--- config.mk ---
export PLATFORM = sky130hd
export DESIGN_NAME = addr_phase_decoder
export DESIGN_NICKNAME = d
export VERILOG_FILES = /design/src/rtl/apd_pkg.sv /design/src/rtl/apd_cmd_classify.sv /design/src/rtl/apd_window_match.sv /design/src/rtl/addr_phase_decoder.sv
export SDC_FILE = /design/constraint.sdc
export NUM_CORES = 1
export LEC_CHECK = 0
export BUFFER_PORTS_ARGS = -buffer_cell sky130_fd_sc_hd__buf_2
export CAP_MARGIN = 15
export CORE_UTILIZATION = 30
export CTS_BUF_LIST = sky130_fd_sc_hd__clkbuf_8
export DETAILED_ROUTE_END_ITERATION = 10
export MAX_ROUTING_LAYER = met4
export PLACE_DENSITY = 0.58
export SLEW_MARGIN = 20
export SYNTH_ARGS = -nofsm -noshare
export SYNTH_HDL_FRONTEND = slang
export SYNTH_SLANG_ARGS = --single-unit
--- constraint.sdc ---
create_clock -name clk -period 5.8 [get_ports clk]
set_clock_uncertainty 0.15 [all_clocks]
set_input_delay 0.58 -clock clk [delete_from_list [all_inputs] [get_ports clk]]
set_output_delay 0.58 -clock clk [all_outputs]
set_load 0.01 [all_outputs]
--- src/rtl/apd_pkg.sv ---
package apd_pkg;

    typedef enum logic [3:0] {
        CMD_INTACK  = 4'b0000,
        CMD_SPECIAL = 4'b0001,
        CMD_IO_RD   = 4'b0010,
        CMD_IO_WR   = 4'b0011,
        CMD_RSV4    = 4'b0100,
        CMD_RSV5    = 4'b0101,
        CMD_MEM_RD  = 4'b0110,
        CMD_MEM_WR  = 4'b0111,
        CMD_RSV8    = 4'b1000,
        CMD_RSV9    = 4'b1001,
        CMD_CFG_RD  = 4'b1010,
        CMD_CFG_WR  = 4'b1011,
        CMD_MEM_MUL = 4'b1100,
        CMD_DAC     = 4'b1101,
        CMD_MEM_LN  = 4'b1110,
        CMD_MEM_WI  = 4'b1111
    } cmd_e;

    typedef enum logic [3:0] {
        T_NONE     = 4'd0,
        T_INTACK   = 4'd1,
        T_SPECIAL  = 4'd2,
        T_IO_RD    = 4'd3,
        T_IO_WR    = 4'd4,
        T_MEM_RD   = 4'd5,
        T_MEM_WR   = 4'd6,
        T_CFG_RD   = 4'd7,
        T_CFG_WR   = 4'd8,
        T_RESERVED = 4'd9,
        T_DAC      = 4'd10
    } txn_e;

    typedef struct packed {
        txn_e kind;
        logic is_io;
        logic is_mem;
        logic is_cfg;
        logic is_intack;
        logic is_dac;
    } cls_t;

    typedef enum logic {
        ST_IDLE   = 1'b0,
        ST_DAC_HI = 1'b1
    } st_e;

endpackage

--- src/rtl/apd_cmd_classify.sv ---
module apd_cmd_classify
    import apd_pkg::*;
(
    input  logic [3:0] code,
    output cls_t       cls
);
    always_comb begin
        cls = '{kind: T_RESERVED, is_io: 1'b0, is_mem: 1'b0,
                is_cfg: 1'b0, is_intack: 1'b0, is_dac: 1'b0};
        unique case (code)
            CMD_INTACK:  begin cls.kind = T_INTACK;  cls.is_intack = 1'b1; end
            CMD_SPECIAL: cls.kind = T_SPECIAL;
            CMD_IO_RD:   begin cls.kind = T_IO_RD;   cls.is_io  = 1'b1; end
            CMD_IO_WR:   begin cls.kind = T_IO_WR;   cls.is_io  = 1'b1; end
            CMD_MEM_RD, CMD_MEM_MUL, CMD_MEM_LN:
                         begin cls.kind = T_MEM_RD;  cls.is_mem = 1'b1; end
            CMD_MEM_WR, CMD_MEM_WI:
                         begin cls.kind = T_MEM_WR;  cls.is_mem = 1'b1; end
            CMD_CFG_RD:  begin cls.kind = T_CFG_RD;  cls.is_cfg = 1'b1; end
            CMD_CFG_WR:  begin cls.kind = T_CFG_WR;  cls.is_cfg = 1'b1; end
            CMD_DAC:     begin cls.kind = T_DAC;     cls.is_dac = 1'b1; end
            CMD_RSV4, CMD_RSV5, CMD_RSV8, CMD_RSV9:
                         cls.kind = T_RESERVED;
            default:     cls.kind = T_RESERVED;
        endcase
    end
endmodule

--- src/rtl/apd_window_match.sv ---
module apd_window_match #(
    parameter int W          = 32,
    parameter int IGNORE_LSB = 0
) (
    input  logic [W-1:0] addr,
    input  logic [W-1:0] base,
    input  logic [W-1:0] mask,
    output logic         match
);
    logic [W-1:0] bit_ok;

    for (genvar i = 0; i < W; i++) begin : g_bit
        if (i < IGNORE_LSB) begin : g_skip
            assign bit_ok[i] = 1'b1;
        end else begin : g_cmp
            assign bit_ok[i] = ~((addr[i] ^ base[i]) & mask[i]);
        end
    end

    assign match = &bit_ok;
endmodule

--- src/rtl/addr_phase_decoder.sv ---
module addr_phase_decoder
    import apd_pkg::*;
#(
    parameter int AD_W   = 32,
    parameter int OFFS_W = 8,
    parameter int FUNC_W = 3,
    parameter int VEC_W  = 8
) (
    input  logic              clk,
    input  logic              rst_n,
    input  logic              frame_start,
    input  logic [AD_W-1:0]   ad_in,
    input  logic [3:0]        cbe_in,
    input  logic              cfg_select,
    input  logic [AD_W-1:0]   io_base,
    input  logic [AD_W-1:0]   io_mask,
    input  logic [2*AD_W-1:0] mem_base,
    input  logic [2*AD_W-1:0] mem_mask,
    input  logic              intack_en,
    input  logic [VEC_W-1:0]  irq_vector,
    output logic              dec_valid,
    output logic [3:0]        txn_type,
    output logic              hit,
    output logic [OFFS_W-1:0] reg_offset,
    output logic [FUNC_W-1:0] cfg_func,
    output logic              vec_req,
    output logic [VEC_W-1:0]  vector_out
);
    localparam int ADDR64_W = 2 * AD_W;
    localparam int DW_LSB   = 2;
    localparam int FUNC_LSB = 8;

    st_e             state_q, state_d;
    logic [AD_W-1:0] lo_q;
    logic            dac_wait;

    cls_t                cls;
    logic [ADDR64_W-1:0] full_addr;
    logic                io_match, mem_match, go;
    logic                hit_d;
    logic [OFFS_W-1:0]   offs_d;
    logic [FUNC_W-1:0]   func_d;
    logic [AD_W-1:0]     io_rel;
    logic [ADDR64_W-1:0] mem_rel;

    assign dac_wait = (state_q == ST_DAC_HI);

    apd_cmd_classify u_cls (
        .code (cbe_in),
        .cls  (cls)
    );

    assign full_addr = dac_wait ? {ad_in, lo_q} : {{AD_W{1'b0}}, ad_in};

    apd_window_match #(.W(AD_W), .IGNORE_LSB(0)) u_io_win (
        .addr  (ad_in),
        .base  (io_base),
        .mask  (io_mask),
        .match (io_match)
    );

    apd_window_match #(.W(ADDR64_W), .IGNORE_LSB(DW_LSB)) u_mem_win (
        .addr  (full_addr),
        .base  (mem_base),
        .mask  (mem_mask),
        .match (mem_match)
    );

    assign io_rel  = ad_in & ~io_mask;
    assign mem_rel = full_addr & ~mem_mask;

    assign go = dac_wait || (frame_start && !cls.is_dac);

    // claim decision and offset selection
    always_comb begin
        hit_d  = 1'b0;
        offs_d = '0;
        func_d = '0;
        if (cls.is_mem) begin
            hit_d  = mem_match;
            offs_d = {mem_rel[OFFS_W-1:DW_LSB], {DW_LSB{1'b0}}};
        end else if (cls.is_io && !dac_wait) begin
            hit_d  = io_match;
            offs_d = io_rel[OFFS_W-1:0];
        end else if (cls.is_cfg && !dac_wait) begin
            hit_d  = cfg_select && (ad_in[DW_LSB-1:0] == '0);
            offs_d = {ad_in[OFFS_W-1:DW_LSB], {DW_LSB{1'b0}}};
            func_d = ad_in[FUNC_LSB +: FUNC_W];
        end else if (cls.is_intack && !dac_wait) begin
            hit_d  = intack_en;
        end
        if (!hit_d) begin
            offs_d = '0;
            func_d = '0;
        end
    end

    // next-state logic
    always_comb begin
        state_d = state_q;
        unique case (state_q)
            ST_IDLE:   if (frame_start && cls.is_dac) state_d = ST_DAC_HI;
            ST_DAC_HI: state_d = ST_IDLE;
            default:   state_d = ST_IDLE;
        endcase
    end

    // state register
    always_ff @(posedge clk) begin
        if (!rst_n) begin
            state_q <= ST_IDLE;
            lo_q    <= '0;
        end else begin
            state_q <= state_d;
            if (state_q == ST_IDLE && frame_start && cls.is_dac) begin
                lo_q <= ad_in;
            end
        end
    end

    // output register
    always_ff @(posedge clk) begin
        if (!rst_n || !go) begin
            dec_valid  <= 1'b0;
            txn_type   <= T_NONE;
            hit        <= 1'b0;
            reg_offset <= '0;
            cfg_func   <= '0;
            vec_req    <= 1'b0;
            vector_out <= '0;
        end else begin
            dec_valid  <= 1'b1;
            txn_type   <= cls.kind;
            hit        <= hit_d;
            reg_offset <= offs_d;
            cfg_func   <= func_d;
            vec_req    <= hit_d && cls.is_intack;
            vector_out <= (hit_d && cls.is_intack) ? irq_vector : '0;
        end
    end
endmodule

Word-level counts from Yosys, hierarchy flattened
Index checks and enable logic that the tools add are counted.
{ "totals": {"output_inout_bits": 26, "wordCells": 361, "latchBits": 0, "n_memories": 0, "inputBits": 241, "mem_bits_rw": 0, "reg_bits": 59, "mem_bits_ro": 0} }
{ "classes": {"muxes": 17, "mul": 0, "reduce_logical": 29, "n_addsub": 0, "order_cmp": 0, "n_div": 0, "eq_ne": 15, "shifts": 0, "bitwise": 290} }
{ "op_table": {"columns": ["operator", "n"], "rows": [
  ["$not 1->1", 98],
  ["$and 1x1->1", 94],
  ["$xor 1x1->1", 94],
  ["$mux 64", 1],
  ["$reduce_and 62->1", 1],
  ["$pmux 4 s10", 1],
  ["$eq 4x4->1 const B", 8],
  ["$reduce_and 32->1", 1],
  ["$mux 8", 3],
  ["$and 8x8->8", 2],
  ["$eq 4x3->1 const B", 4],
  ["$not 8->8", 2],
  ["$mux 1", 11],
  ["$reduce_or 2->1", 5],
  ["$reduce_or 5->1", 2],
  ["$logic_and 1x1->1", 9],
  ["$eq 4x2->1 const B", 2],
  ["$reduce_or 3->1", 2],
  ["$eq 4x1->1 const B", 1],
  ["$logic_not 1->1", 4],
  ["$logic_not 4->1", 1],
  ["$reduce_or 4->1", 1],
  ["$logic_not 2->1", 1],
  ["$logic_or 1x1->1", 2],
  ["$pmux 1 s2", 1]
]} }

Depth between registers and ports, before layout
Gate-level depths: netlist of run 1.
{ "depth": {"depth_word": 10, "ltp_mapped": 10, "mapped_depth_nobuf": 7} }

Hierarchy
Synthesis of run 1 repeated with hierarchy kept, for this count alone.
{ "unflattened": {"cells_unflattened": 499, "area_unflattened_um2": 4282.9} }
{ "modules_own_cells": {"columns": ["module", "seq_area_each_um2", "cells_per_inst", "n_inst", "area_each_um2"], "rows": [
  ["addr_phase_decoder", 1181.1, 321, 1, 2847.7],
  ["apd_window_match (u_mem_win)", 0.0, 102, 1, 847.1],
  ["apd_window_match (u_io_win)", 0.0, 53, 1, 437.9],
  ["apd_cmd_classify", 0.0, 23, 1, 150.1]
]} }

Least setup slack after synthesis of run 1
OpenSTA, ideal clock, no wires.
{ "synth_path": {"kind": "input port to flip-flop", "start": "input cbe_in[3]", "end": "register reg_offset[2]", "cell_stages": 8, "arrival_time_ns": 2.021, "setup_time_ns": 0.075, "n_path_buf": 1, "path_slack_ns": 3.555, "t_required_ns": 5.575, "cell_sequence": "or4b_4 -> a21oi_2 -> nand3_1 -> nor3_2 -> a21oi_1 -> nand2b_4 -> buf_6 -> nor3_2"} }
{ "synth_between": {"elab_chain_cells": 9, "word_cells_on_any_way": 36, "cone_classes": "eq/ne (10); mux (12); bitwise (1); reduce/logical (13)"} }
{ "synth_rtl": {"columns": ["element", "line_no", "source"], "rows": [
  ["from (decl)", "addr_phase_decoder.sv:13", "input logic [3:0] cbe_in,"],
  ["$eq 4x4->1 / $logic_not 4->1 (equally long branches)", "apd_cmd_classify.sv:10", "unique case (code)"],
  ["$reduce_or 2->1 (no source line) / $mux 1 (equally long branches)", null, null],
  ["$mux 1 / $logic_and 1x1->1 (equally long branches)", "apd_cmd_classify.sv:10, addr_phase_decoder.sv:89", null],
  ["$logic_and 1x1->1 / $mux 1 (equally long branches)", "addr_phase_decoder.sv:85, addr_phase_decoder.sv:89", null],
  ["$mux 1", "addr_phase_decoder.sv:85", "end else if (cls.is_cfg && !dac_wait) begin"],
  ["$mux 1", "addr_phase_decoder.sv:82", "end else if (cls.is_io && !dac_wait) begin"],
  ["$mux 1", "addr_phase_decoder.sv:79", "if (cls.is_mem) begin"],
  ["$not 1->1 (no source line)", null, null],
  ["$reduce_or 2->1 (no source line)", null, null],
  ["to (signal assigned)", "addr_phase_decoder.sv:135", "reg_offset <= offs_d;"],
  ["to (decl)", "addr_phase_decoder.sv:24", "output logic [OFFS_W-1:0] reg_offset,"]
]} }
Parallel ways exist; a longest one is shown, timed or not.
A chain may end at the register's enable or synchronous reset.

Worst setup path after layout of run 1
{ "layout_path": {"start": "register state_q, in the netlist dac_wait", "end": "register reg_offset[4]"} }
{ "layout_between": {"elab_chain_cells": 8, "word_cells_on_any_way": 205, "cone_classes": "mux (8); bitwise (188); reduce/logical (9)"} }
{ "layout_rtl": {"columns": ["element", "line_no", "source"], "rows": [
  ["from (decl)", "addr_phase_decoder.sv:33", "st_e state_q, state_d;"],
  ["from (signal assigned)", "addr_phase_decoder.sv:114", "state_q <= state_d;"],
  ["$mux 64 / $logic_not 1->1 (equally long branches)", null, null],
  ["$xor 1x1->1 / $logic_and 1x1->1 (equally long branches)", "apd_window_match.sv:16, addr_phase_decoder.sv:89", null],
  ["$and 1x1->1 / $mux 1 (equally long branches)", "apd_window_match.sv:16, addr_phase_decoder.sv:89", null],
  ["$not 1->1 / $mux 1 (equally long branches)", "apd_window_match.sv:16, addr_phase_decoder.sv:85", null],
  ["$reduce_and 62->1 / $mux 1 (equally long branches)", "apd_window_match.sv:20, addr_phase_decoder.sv:82", null],
  ["$mux 1", "addr_phase_decoder.sv:79", null],
  ["$not 1->1 (no source line)", null, null],
  ["$reduce_or 2->1 (no source line)", null, null]
]} }
Parallel ways exist; a longest one is shown, timed or not.

==> flow_metrics.env, run 1 <==
export IMPL_status="finished clean"
export IMPL_ctsHoldBuffers=0
export IMPL_grt_busiest_layer="met2"
export IMPL_drc_errors=0
export IMPL_ys_top_cells_by_count="nand2_1, xnor2_1, dfxtp_1, a22oi_1, xor2_1"
export IMPL_crit_start="dac_wait$_SDFF_PP0_"
export IMPL_crit_path_end_kind="register"
export IMPL_synth_top_area_share_pct=28.6
export IMPL_setup_viol=0
export IMPL_synth_edf_count=0
export IMPL_min_path_cells=2
export IMPL_slew_headroom_pct=36.0
export IMPL_die_h_um=117
export IMPL_post_cts_buffers=0
export IMPL_synthCells=472
export IMPL_htreeDepth=3
export IMPL_ios=267
export IMPL_syn_area_um2=3990
export IMPL_start_util_pct=31.2
export IMPL_wl_per_cell_um=17.7
export IMPL_peakVddDrop_v=0.0000834
export IMPL_cts_repair_resized=0
export IMPL_crit_end="reg_offset[4]$_SDFF_PP0_"
export IMPL_ys_types=45
export IMPL_clock_latency_ns=0.34
export IMPL_clockBufferDepth=2
export IMPL_grt_pass1_wl_um=24100
export IMPL_finalPower_w=0.00113
export IMPL_ff2ff_setup_slack_ns=2.48
export IMPL_min_path_type="input port to register"
export IMPL_yosysMostFrequentCell="nand2_1"
export IMPL_clock_sinks=57
export IMPL_critPathKind="register to register"
export IMPL_gp_congestion=0.976
export IMPL_post_route_period_util_pct=57.2
export IMPL_synthFlopType="dfxtp_1"
export IMPL_critPathMaxFanout=70
export IMPL_rr_endpoint="reg_offset[4]$_SDFF_PP0_"
export IMPL_ys_ff_latch=57
export IMPL_rows=41
export IMPL_drtAntennaViolNets=0
export IMPL_n_fill_cell=1284
export IMPL_antenna_found_initial=3
export IMPL_yosysSeqAreaShare_pct=28.6
export IMPL_layout_nets=967
export IMPL_clk_pin_slew_ns=0.07
export IMPL_rr_worst_depth=7
export IMPL_gr_usage_met3_pct=5.16
export IMPL_tightest_slew_ns=0.961
export IMPL_async_flop_share_pct=0
export IMPL_crit_arrival_ns=3.42
export IMPL_drtPass1Iterations=4
export IMPL_cellPowerDensity_nw_per_um2=199
export IMPL_synth_area_per_cell_um2=8.45
export IMPL_vias=4328
export IMPL_required_ns=5.91
export IMPL_cts_tree="done"
export IMPL_fin_crit_ns=3.32
export IMPL_hold_viol=0
export IMPL_grt_max_degree=71
export IMPL_grt_pass1_vias=4429
export IMPL_viasPerCell=4.78
export IMPL_final_setup_tns_ns=0
export IMPL_portBuffers=262
export IMPL_dpl_hpwl_um=13000
export IMPL_layout_drive_gt1_share_pct=40.8
export IMPL_grt_use_total_pct=23.9
export IMPL_grt_overflow=0
export IMPL_leakagePower_nw=2.43
export IMPL_syn_num_nets=713
export IMPL_die_w_um=117
export IMPL_rsz0062_at_grt="false"
export IMPL_maxCapViolCount=0
export IMPL_routed_wirelength_um=16000
export IMPL_met2_usage_pct=40.7
export IMPL_drt_iter0_drc=168
export IMPL_synth_area_leader_cell="dfxtp_1"
export IMPL_drv_slew=0
export IMPL_yosysWarnings=0
export IMPL_fmax_mhz=301
export IMPL_synthTopCellsByArea="dfxtp_1, xnor2_1, nand2_1, mux2i_1, a22oi_1"
export IMPL_area_growth_synth_to_final_pct=42.6
export IMPL_cts_buffers=9
export IMPL_coreArea_um2=12800
export IMPL_use_met1_pct=27.5
export IMPL_reg2reg_from="dac_wait$_SDFF_PP0_"
export IMPL_cts_root_buf="clkbuf_8"
export IMPL_dieArea_um2=13800
export IMPL_startpoint_type="register"
-- worst min path at each step --
stage,end,slack [ns],from
CTS,reg_offset[1]$_SDFF_PP0_,0.26,io_mask[1]
finish,reg_offset[0]$_SDFF_PP0_,0.29,io_mask[0]
global placement,lo_q[23]$_SDFFE_PN0P_,0.30,lo_q[23]$_SDFFE_PN0P_
floorplan,lo_q[4]$_SDFFE_PN0P_,0.29,lo_q[4]$_SDFFE_PN0P_
detailed placement,lo_q[22]$_SDFFE_PN0P_,0.31,lo_q[22]$_SDFFE_PN0P_
global route,reg_offset[0]$_SDFF_PP0_,0.27,io_mask[0]
-- worst max-delay path, stage by stage, from the launching register on --
cell     delay [ns]
dfxtp_4        0.97
nand2_1        0.15
xnor2_1        0.16
a22oi_1        0.43
nand4_1        0.22
nor4_1         0.57
a31oi_2        0.34
nor3_2         0.23
-- sequential cells by signal, indices dropped and copies added, names as in the netlist --
register    cells
dec_valid       1
txn_type        4
vector_out      8
reg_offset      8
lo_q           30
vec_req         1
cfg_func        3
dac_wait        1
hit             1
-- logic make-up after synthesis --
group / share of synthesized area, %
simple gates: 21.4
buf+inv: 3.23
flops: 28.6
mux: 7.53
xor+xnor: 21.1
compound gates: 18.2
-- placed cells by master (no fill, tap or decap), drive strengths merged, types with 4 or more instances in the layout --
cell type / n
a21boi: 30
a21oi: 8
a22oi: 39
and2: 10
buf: 264
clkbuf: 11
dfxtp: 57
inv: 5
mux2i: 30
nand2: 98
nand2b: 4
nand4: 8
nor2: 6
nor2b: 6
nor3: 14
nor3b: 5
o21ai: 4
o22ai: 4
xnor2: 63
xor2: 33
-- power by group --
group          internal, W  total (W)  switching [W]
sequential        0.000396   0.000400     0.00000374
combinational     0.000128   0.000258       0.000130
clock             0.000308   0.000475       0.000166
-- area by class of cell --
cell class	count	area [um2]	area share [%]
Clock inverter	5	103	1.80
Multi-Input combinational cell	390	2720	47.9
Tap cell	172	215	3.78
Antenna cell	3	7.51	0.132
Timing Repair Buffer	264	1330	23.3
Clock buffer	11	151	2.66
Sequential cell	57	1140	20.1
Inverter	4	15.0	0.264
-- per-layer routing --
| layer | routed length [um] | share of wire [%] |
|---|---|---|
| met5 | 0 | 0 |
| met3 | 1020 | 6.4 |
| met1 | 6840 | 43 |
| met4 | 374 | 2.3 |
| met2 | 7760 | 49 |
-- stage by stage --
step,hold slack (ns),utilization [%],setup slack (ns),instance area [um2],instances
floorplan,0.293,-,3.55,3990,472
global placement,0.300,42.5,2.53,5430,887
detailed placement,0.308,42.5,2.52,5430,887
CTS,0.256,44.5,2.49,5680,903
global route,0.266,44.5,2.25,5690,906
finish,0.285,44.5,2.48,5690,906
Note: power is estimated with default switching activity, not from simulation.
==> inputs of run 2 (changes only) <==
Settings changed: PLACE_DENSITY 0.58 to 0.6.
Clock period 5.8 ns to 2.9 ns, I/O delays scaled along.
==> flow_metrics.env, run 2 (synthesized netlist as in run 1, its figures left out) <==
export IMPL_startpoint_type="register"
export IMPL_finalPower_w=0.00200
export IMPL_die_w_um=117
export IMPL_hold_viol=0
export IMPL_critPathMaxFanout=20
export IMPL_cp_cell_sequence="nand2_1 > xnor2_1 > a22oi_1 > nand4_1 > nor4_1 > buf_4 > a31oi_2 > nor3_2"
export IMPL_clockBufferDepth=2
export IMPL_status="finished clean"
export IMPL_final_setup_tns_ns=0
export IMPL_fmax_mhz=382
export IMPL_portBuffers=262
export IMPL_maxCapViolCount=0
export IMPL_clock_latency_ns=0.34
export IMPL_ff2ff_setup_slack_ns=0.29
export IMPL_critPathKind="register to register"
export IMPL_fin_crit_ns=2.61
export IMPL_cellPowerDensity_nw_per_um2=346
export IMPL_dpl_hpwl_um=13100
export IMPL_layout_nets=985
export IMPL_viasPerCell=4.85
export IMPL_layout_drive_gt1_share_pct=40.9
export IMPL_tightest_slew_ns=0.788
export IMPL_min_path_type="input port to register"
export IMPL_htreeDepth=3
export IMPL_drtAntennaViolNets=0
export IMPL_clock_sinks=57
export IMPL_crit_family="simple AND/OR/NAND/NOR gates"
export IMPL_dieArea_um2=13800
export IMPL_worst_path_buf_inv=1
export IMPL_drt_iter0_drc=222
export IMPL_rsz0062_at_grt="false"
export IMPL_cpPeakStageDelay_ns=0.55
export IMPL_biggestRegsByFlops="lo_q (30), reg_offset (8), vector_out (8)"
export IMPL_grt_use_total_pct=24.6
export IMPL_antenna_found_initial=1
export IMPL_coreArea_um2=12800
export IMPL_worst_path_max_delay_cell="dfxtp_4"
export IMPL_final_cell_mix="buf_2, nand2_1, xnor2_1"
export IMPL_peakVddDrop_v=0.000182
export IMPL_leakagePower_nw=2.48
export IMPL_cts_buffers=9
export IMPL_top_register="lo_q"
export IMPL_clk_pin_slew_ns=0.07
export IMPL_crit_path_end_kind="register"
export IMPL_required_ns=3.01
export IMPL_drtPass1Iterations=4
export IMPL_final_common_cell="buf_2"
export IMPL_drv_slew=0
export IMPL_rows=41
export IMPL_start_util_pct=31.2
export IMPL_vias=4475
export IMPL_gp_congestion=0.954
export IMPL_cts_tree="done"
export IMPL_ios=267
export IMPL_wl_per_cell_um=17.8
export IMPL_grt_pass1_wl_um=24900
export IMPL_setup_viol=0
export IMPL_cts_root_buf="clkbuf_8"
export IMPL_slew_headroom_pct=47.4
export IMPL_routed_wirelength_um=16400
export IMPL_post_route_period_util_pct=90.2
export IMPL_drc_errors=0
export IMPL_grt_pass1_vias=4649
export IMPL_area_growth_synth_to_final_pct=44.7
export IMPL_grt_overflow=0
export IMPL_grt_max_degree=39
export IMPL_cts_repair_resized=0
export IMPL_crit_arrival_ns=2.73
export IMPL_largest_reg_flops=30
export IMPL_die_h_um=117
## run 2: cell types whose count changed in the layout (fill, tap and decap cells not counted)
| cell | delta |
|---|---|
| bufinv_16 | -3 |
| clkinv_2 | +3 |
| buf_12 | +1 |
| diode_2 | -2 |
| clkinvlp_4 | +1 |
| clkbuf_8 | -1 |
| buf_4 | +7 |
| dlygate4sd3_1 | +10 |
## run 2: where the power goes
| group | total, W | switching, W | internal (W) |
|---|---|---|---|
| logic | 0.000533 | 0.000267 | 0.000266 |
| clock network | 0.000665 | 0.000338 | 0.000327 |
| registers | 0.000798 | 0.00000547 | 0.000792 |
| total | 0.00200 | 0.000610 | 0.00139 |
## run 2: final timing paths
check | from | to | depth (start not counted)
setup reg to reg | dac_wait$_SDFF_PP0_ | reg_offset[5]$_SDFF_PP0_ | 8
setup / recovery | dac_wait$_SDFF_PP0_ | reg_offset[5]$_SDFF_PP0_ | 8
hold reg to reg | lo_q[16]$_SDFFE_PN0P_ | lo_q[16]$_SDFFE_PN0P_ | 2
hold / removal | ad_in[20] | lo_q[20]$_SDFFE_PN0P_ | 3
## run 2: final cells by class
type / count / area, um2
Fill cell: 1288 / 7000
Sequential cell: 57 / 1140
Multi-Input combinational cell: 390 / 2720
Timing Repair Buffer: 282 / 1500
Clock inverter: 6 / 35.0
Antenna cell: 1 / 2.50
Clock buffer: 10 / 138
Tap cell: 172 / 215
Inverter: 4 / 15.0
## run 2: stage by stage
stage | worst slack, ns | cells | hold WS [ns] | instance area (um2) | utilization [%]
after floorplan | 0.855 | 472 | 0.217 | 3990 | -
after global placement | 0.216 | 894 | 0.301 | 5480 | 42.9
after CTS | 0.0742 | 920 | 0.0720 | 5750 | 45.0
after global routing | 0.117 | 922 | 0.0863 | 5770 | 45.2
after detailed placement | 0.108 | 894 | 0.307 | 5480 | 42.9
final | 0.285 | 922 | 0.0863 | 5770 | 45.2
## run 2: worst reg2reg max path, delay by kind of cell (launching register included)
kind            cells  cell delay [ns]
simple gates        4             0.91
compound gates      2             0.62
xor+xnor            1             0.13
buf+inv             1             0.19
flops               1             0.55
## run 2: routing by layer
layer / vias to the layer above / track usage, % / routed length, um
met5: - / - / 0
met4: 0 / 9.09 / 451
met3: 25 / 5.01 / 1170
met2: 223 / 41.2 / 7990
met1: 2029 / 28.9 / 6810
li1: 2198 / - / -
## run 2: timing repair
action                                  4_1_cts  5_1_grt
endpoints found under the setup margin        0        7
hold buffers                                 10        0
buffers inserted                              0        1
endpoints found under the hold margin        10        0
==> inputs of run 3 (changes only) <==
Settings changed: PLACE_DENSITY 0.6 to 0.71.
Clock period 2.9 ns to 2.1 ns, I/O delays scaled along.
==> flow_metrics.env, run 3 (synthesized netlist as in run 1, its figures left out) <==
export IMPL_top_register="lo_q"
export IMPL_portBuffers=262
export IMPL_antenna_found_initial=1
export IMPL_biggestRegsByFlops="lo_q (30), reg_offset (8), vector_out (8)"
export IMPL_rr_worst_depth=9
export IMPL_fmax_mhz=436
export IMPL_rr_endpoint="reg_offset[4]$_SDFF_PP0_"
export IMPL_drt_iter0_drc=213
export IMPL_cts_buffers=9
export IMPL_routed_wirelength_um=16900
export IMPL_crit_arrival_ns=2.40
export IMPL_grt_max_degree=33
export IMPL_finalPower_w=0.00298
export IMPL_peakVddDrop_v=0.000207
export IMPL_grt_pass1_wl_um=25300
export IMPL_largest_reg_flops=30
export IMPL_vias=4682
export IMPL_drtAntennaViolNets=0
export IMPL_hold_worst_slack_ns=0.0136
export IMPL_drtPass1Iterations=7
export IMPL_slew_headroom_pct=74.7
export IMPL_grt_pass1_vias=4721
export IMPL_status="finished, violations left"
export IMPL_coreArea_um2=12800
export IMPL_hold_viol=0
export IMPL_final_setup_tns_ns=-2.72
export IMPL_placed_area_um2=5820
export IMPL_clock_latency_ns=0.34
export IMPL_fin_util_pct=50.6
export IMPL_ios=267
export IMPL_start_util_pct=31.2
export IMPL_post_route_period_util_pct=109
export IMPL_required_ns=2.21
export IMPL_worst_hold_path_endpoint="lo_q[26]$_SDFFE_PN0P_"
export IMPL_n_fill_cell=1258
export IMPL_crit_path_end_kind="register"
export IMPL_timing_final_ws_setup_ns=-0.194
export IMPL_dpl_hpwl_um=13500
export IMPL_cts_root_buf="clkbuf_8"
export IMPL_clockBufferDepth=2
export IMPL_layout_nets=1041
export IMPL_min_path_cells=3
export IMPL_startpoint_type="register"
export IMPL_cts_tree="done"
export IMPL_tightest_slew_ns=0.380
export IMPL_min_path_type="input port to register"
export IMPL_violations="negative setup slack"
export IMPL_final_cell_mix="buf_2, nand2_1, xnor2_1"
export IMPL_grt_overflow=0
export IMPL_grt_use_total_pct=24.9
export IMPL_dieArea_um2=13800
export IMPL_gp_congestion=0.871
export IMPL_die_h_um=117
export IMPL_critPathMaxFanout=8
export IMPL_reg2reg_from="dac_wait$_SDFF_PP0_"
export IMPL_clock_sinks=57
export IMPL_hold_start="ad_in[26]"
export IMPL_cellPowerDensity_nw_per_um2=461
export IMPL_fin_crit_ns=2.29
export IMPL_setup_viol=21
export IMPL_drv_slew=0
export IMPL_clk_pin_slew_ns=0.07
export IMPL_rsz0062_at_grt="true"
export IMPL_final_cell_area_um2=6460
export IMPL_wl_per_cell_um=17.3
export IMPL_maxCapViolCount=0
export IMPL_leakagePower_nw=2.85
export IMPL_ff2ff_setup_slack_ns=-0.19
export IMPL_htreeDepth=3
export IMPL_area_growth_synth_to_final_pct=62.0
export IMPL_final_common_cell="buf_2"
export IMPL_rows=41
export IMPL_critPathKind="register to register"
export IMPL_drc_errors=0
export IMPL_viasPerCell=4.79
export IMPL_layout_drive_gt1_share_pct=47.3
export IMPL_die_w_um=117
## run 3: worst max-delay path by stage
stage          cells after the start                 from                       end
3_5_place_dp                       8  dac_wait$_SDFF_PP0_  reg_offset[4]$_SDFF_PP0_
5_1_grt                            9  dac_wait$_SDFF_PP0_  reg_offset[4]$_SDFF_PP0_
4_1_cts                            8  dac_wait$_SDFF_PP0_  reg_offset[4]$_SDFF_PP0_
6_report                           9  dac_wait$_SDFF_PP0_  reg_offset[4]$_SDFF_PP0_
2_1_floorplan                      9  dac_wait$_SDFF_PP0_  reg_offset[2]$_SDFF_PP0_
3_3_place_gp                       8  dac_wait$_SDFF_PP0_  reg_offset[4]$_SDFF_PP0_
## run 3: layout make-up
| cell class | instances | area, um2 | share of cell area (%) |
|---|---|---|---|
| multi-input combinational | 391 | 2880 | 44.6 |
| clock inverter | 7 | 70.1 | 1.08 |
| timing repair buffer | 337 | 2010 | 31.1 |
| clock buffer | 9 | 124 | 1.92 |
| inverter | 4 | 15.0 | 0.232 |
| antenna | 1 | 2.50 | 0.0387 |
| tap | 172 | 215 | 3.33 |
| sequential | 57 | 1140 | 17.7 |
## run 3: routing by layer
layer	up-vias	part of all wire, %	global-route usage, %
met5	-	0	-
met4	0	1.3	7.06
met3	18	6.2	3.45
met2	211	51	43.4
met1	2144	42	29.8
li1	2309	-	-
## run 3: per-stage QoR
stage | std cells | worst slack (ns)
after detailed placement | 930 | -0.529
after CTS | 968 | -0.194
after global placement | 930 | -0.508
after floorplan | 472 | 0.0545
final | 978 | -0.194
after global routing | 978 | -0.289
## run 3: critical path: stages, from the launching register on
cell and delay [ns]:
dfxtp_4 0.40, buf_6 0.15, or4b_4 0.50, a21oi_4 0.14, nand3_2 0.09, nor3_2 0.16
a21oi_2 0.09, nand2b_4 0.21, buf_12 0.16, nor3_2 0.17
## run 3: power by group
group	total (W)	internal [W]	switching, W
sequential	0.00110	0.00109	0.00000707
combinational	0.000843	0.000440	0.000403
clock	0.00103	0.000547	0.000486
total	0.00298	0.00208	0.000897
## run 3: repair_timing
| action | CTS | global route |
|---|---|---|
| pin swaps | 7 | 9 |
| hold buffers | 12 | 0 |
| setup buffers | 10 | 7 |
| gates resized for setup | 14 | 18 |
| gates cloned | 0 | 2 |
| endpoints found under the hold margin | 12 | 0 |
| setup endpoints to repair | 21 | 21 |
